### src/rtl/strobe_pair_match.sv
module strobe_pair_match #(
  parameter int DATA_W = 1
) (
  input  logic              clk,
  input  logic              rst,
  input  logic              strobe,
  input  logic [DATA_W-1:0] sample,
  output logic              match
);

  logic              strobe_q;
  logic              have_ref;
  logic              agree;
  logic [DATA_W-1:0] ref_q;
  logic              rise;

  assign rise  = strobe & ~strobe_q;
  assign match = strobe_q & agree;

  always_ff @(posedge clk) begin
    if (rst) begin
      strobe_q <= 1'b0;
      have_ref <= 1'b0;
      agree    <= 1'b0;
      ref_q    <= '0;
    end else begin
      strobe_q <= strobe;
      if (rise) begin
        ref_q    <= sample;
        have_ref <= 1'b1;
        agree    <= have_ref && (sample == ref_q);
      end
    end
  end

  AST_LOW_GATE: assert property (@(posedge clk) disable iff (rst)
    !strobe |=> !match);
  AST_FIRST_EDGE: assert property (@(posedge clk) disable iff (rst)
    (rise && !have_ref) |=> !match);
  AST_EQUAL_EDGE: assert property (@(posedge clk) disable iff (rst)
    (rise && have_ref && sample == ref_q) |=> match);
  AST_DIFF_EDGE: assert property (@(posedge clk) disable iff (rst)
    (rise && have_ref && sample != ref_q) |=> (!match && ref_q == $past(sample)));
  AST_HIGH_HOLD: assert property (@(posedge clk) disable iff (rst)
    (strobe_q && strobe) |=> ($stable(match) && $stable(ref_q)));
  AST_LOW_HOLD: assert property (@(posedge clk) disable iff (rst)
    !strobe |=> $stable(ref_q));

endmodule

### config.mk
export PLATFORM = sky130hd
export DESIGN_NAME = strobe_pair_match
export DESIGN_NICKNAME = d
export VERILOG_FILES = /design/src/rtl/strobe_pair_match.sv
export SDC_FILE = /design/constraint.sdc
export NUM_CORES = 1
export LEC_CHECK = 0
export CAP_MARGIN = 40
export CORE_AREA = 2 2 39 41
export DETAILED_ROUTE_END_ITERATION = 8
export DIE_AREA = 0 0 41 43
export PLACE_DENSITY = 0.3
export SLEW_MARGIN = 20
export SYNTH_ARGS = -nofsm -noshare
export SYNTH_HDL_FRONTEND = slang
export SYNTH_SLANG_ARGS = --single-unit
### constraint.sdc
create_clock -name clk -period 0.9 [get_ports clk]
set_clock_uncertainty 0.05 [all_clocks]
set_input_delay 0.27 -clock clk [delete_from_list [all_inputs] [get_ports clk]]
set_output_delay 0.27 -clock clk [all_outputs]
set_load 0.005 [all_outputs]
# Word level (Yosys, flattened, before mapping)

Index checks and enable logic that the tools add are counted.

Equality and inequality tests: 1
Bitwise logic cells: 3
Reduce and logical (&&, ||, !) cells: 1

Operator list:

| kind                | count |
|---|---|
| AND 1 bit           | 2 |
| equality test 1 bit | 1 |
| logical AND 1 bit   | 1 |
| inverter 1 bit      | 1 |

Bits in registers: 4
Bits of input ports: 4

# Depth between registers and ports, before layout

Word-level depth: 2
Depth in mapped cells: 3
Depth with buffers taken out: 3

# Least setup slack after synthesis

No wires, ideal clock.

Kind: reg-to-reg
Start: reg strobe_q
End: reg ref_q
Stages on the path, launching flop included: 4
Data required time: 736 ps
Period minus slack after synthesis: 841 ps
Setup slack: 59 ps
Arrival: 676 ps
Path through: dfxtp_1 nor2b_2 mux2i_1 nor2_1

Cells in the longest elaborated chain, start to end: 2

RTL lines:

| element                | line | source |
|---|---|---|
| start, declared        | 11   | `logic strobe_q;` |
| start signal, assigned | 27   | `strobe_q <= strobe;` |
| inverter 1 bit         | 17   | `assign rise = strobe & ~strobe_q;` |
| AND 1 bit              | 17   |  |
| end signal, assigned   | 29   | `ref_q <= sample;` |
| end, declared          | 14   | `logic [DATA_W-1:0] ref_q;` |

No other way between the ends.
A chain may end at the register's enable or synchronous reset.

# Worst setup path after layout

Start: reg agree
End: out match

Cells in the longest elaborated chain, start to end: 1

RTL lines:

| element                | line | source |
|---|---|---|
| start, declared        | 13   | `logic agree;` |
| start signal, assigned | 31   | `agree <= have_ref && (sample == ref_q);` |
| AND 1 bit              | 18   | `assign match = strobe_q & agree;` |
| end, declared          | 8    | `output logic match` |

No other way between the ends.

==> results.md <==
- Outcome: finished with violations
- Failing checks: setup timing
- Critical Path Sink Type: output port
- Largest net degree at the start of global routing: 5
- Post-Route Setup TNS: -288 ps
- Setup violations, final: 3
- Synth top area cells: dfxtp_1 (54%), nor2_1 (7.6%), mux2i_1 (6.8%)
- Row count: 14
- PortBufs: 4
- Sequential share of the synthesized area: 0.542
- Minimum clock period: 1110 ps
- Delay-heaviest family, CP: flip-flops
- Worst-Skew Late Latency: approximately 230 ps
- Slowest Stage Delay on Critical Path: a little under 300 ps
- Mapped cell area: around 150 um2
- Final Hold Fails: 0
- Share of layout cells above drive strength 1: 0.417
- R2r startpoint: strobe_q
- H-tree depth: 1
- Startpoint types: flop
- Worst Path Required: around 580 ps
- Max Cap Violations: 0
- Final period utilization: 1.23
- Min-delay worst type: in -> reg
- Via density: roughly 3.2
- Crit Path Category: reg -> out
- CP Buf/Inv Count: 1
- First-pass GRT wire length: a little under 500 um
- Clock Path Buffers: 2
- Worst slew pin tran: 165 ps
- Distinct cells, synth: 10
- Setup crit start: agree
- Antenna-violating nets left: 0
- Mean Syn Cell Area: 9.84 um2
- Worst EP arrival: 790 ps
- Worst Path Max Fanout: 2
- CTS tree: yes
- Die area: approximately 0.0018 mm2
- Yosys top cell by area: dfxtp_1
- Inserted Diodes: 0
- DRT iter0 DRCs: 2
- Number of synthesized register bits: 4
- HP Start: strobe
- Gpl congestion: 0.526
- DR vias: ~130
- Synth Warn #: 0
- Die width: just over 40 um
- Max-slew violations: 0
- Drt wl/cell: a little under 7 um
- DRC violations left: 0
- Total gr overflow: 0
- F_max: 0.903 GHz
- Synth top area share: 0.542
- Initial Util: 0.107
- Worst-path cell chain: and2_1, buf_2
- Critical path's slowest cell: dfxtp_1
- Area Overhead vs Synth: 75.4%
- Syn_nets: 19
- Worst vdd ir: between 600 and 700 uV
- RSZ-0062 raised after global routing: yes
- Drt total wl: 274 um
- Min setup slack post-route: -208 ps
- Hold slack: roughly 370 ps
- Worst slew margin: 0.889
- Post-CTS Setup Bufs: 0
- Pwr dens: about 1800 mW/mm2
- DP HPWL: approximately 200 um
- Leak: about 0.11 nW
- Clock tree root driver cell: clkbuf_4
- Antenna violations before repair: 0
- Nets: 30
- IO Count: 5
- DP Worst Slack: -495 ps
- Worst-path clk slew: about 40 ps
- Core ar.: 0.00138 mm2
- DRT Pass-1 Iters: 2
- Vias in the first global route: around 130
- Cells after synthesis: 15
- GRT Overall Usage: 0.0503
- TritonCTS Buffers: 3
- Die height: 43 um
- Clk sink count: 4
-- where the power goes --
| part | total (W) | switching, W | internal (W) |
|---|---|---|---|
| clock | 0.000216 | 0.0000674 | 0.000149 |
| combinational | 0.0000505 | 0.0000188 | 0.0000317 |
| sequential | 0.000194 | 0.00000488 | 0.000189 |
| total | 0.000460 | 0.0000910 | 0.000369 |
-- cells by family after synthesis --
kind of cell    Yosys count  share of synthesized area
mux                       1                     0.0678
flops                     4                      0.542
compound gates            1                     0.0339
xor+xnor                  1                     0.0593
simple gates              8                      0.297
-- state kept, by name, indices dropped and copies added, names as in the netlist --
| signal | flops |
|---|---|
| agree | 1 |
| ref_q | 1 |
| strobe_q | 1 |
| have_ref | 1 |
-- synthesized netlist by cell type --
| cell type | count |
|---|---|
| nor2_1 | 3 |
| xnor2_1 | 1 |
| dfxtp_1 | 4 |
| a21oi_1 | 1 |
| mux2i_1 | 1 |
| nor2b_2 | 1 |
| nand3_1 | 1 |
| nand2b_1 | 1 |
| and2_1 | 1 |
| nor2b_1 | 1 |
-- layout by cell type, fill, tap and decap left out --
| cell type | Yosys | layout |
|---|---|---|
| buf_6 | 0 | 1 |
| clkdlybuf4s50_1 | 0 | 1 |
| dfxtp_2 | 0 | 1 |
| nor2_1 | 3 | 3 |
| clkbuf_4 | 0 | 3 |
| dfxtp_1 | 4 | 3 |
| dlygate4sd2_1 | 0 | 2 |
| buf_4 | 0 | 1 |
| xnor2_1 | 1 | 1 |
| nand2b_4 | 0 | 1 |
| and2_1 | 1 | 1 |
| a21oi_2 | 0 | 1 |
| mux2i_1 | 1 | 1 |
| nor2b_1 | 1 | 1 |
| buf_2 | 0 | 1 |
| nand3_1 | 1 | 1 |
| nor2b_4 | 0 | 1 |
-- what timing repair did --
item / in CTS / in global routing
cloned: 0 / 0
gates resized for setup: 9 / 2
setup endpoints to repair: 4 / 3
pin swaps: 2 / 2
hold buffers: 0 / 0
-- routing by layer --
metal | routed length [um] | vias up | global-route usage
met2 | 99 | 7 | 0.0438
met1 | 135 | 55 | 0.0484
met3 | 39 | 0 | 0.0628
met5 | 0 | - | 0
li1 | - | 66 | -
met4 | 0 | 0 | 0.0600
-- through the flow --
stage	instances	utilization	cell area, um2	total power, W
detailed placement	37	0.161	223	0.000241
floorplan	15	-	148	0.000215
global placement	37	0.161	223	0.000240
CTS	40	0.179	248	0.000468
global route	40	0.187	259	0.000494
finish	40	0.187	259	0.000460
-- path summary, 6_finish.rpt --
path,end,slack [ps],cells past startpoint
hold reg to reg,have_ref,420,2
setup reg to reg,ref_q,-70,4
hold / removal,strobe_q,370,2
setup / recovery,match,-210,2
-- area by class of cell --
| type | count | area (um2) |
|---|---|---|
| clock buffer | 3 | 22.5 |
| fill | 150 | 1120 |
| multi-input combinational | 11 | 83.8 |
| sequential | 4 | 81.3 |
| tap | 16 | 20.0 |
| timing repair buffer | 6 | 51.3 |
Power figures use the tool's default switching activity.
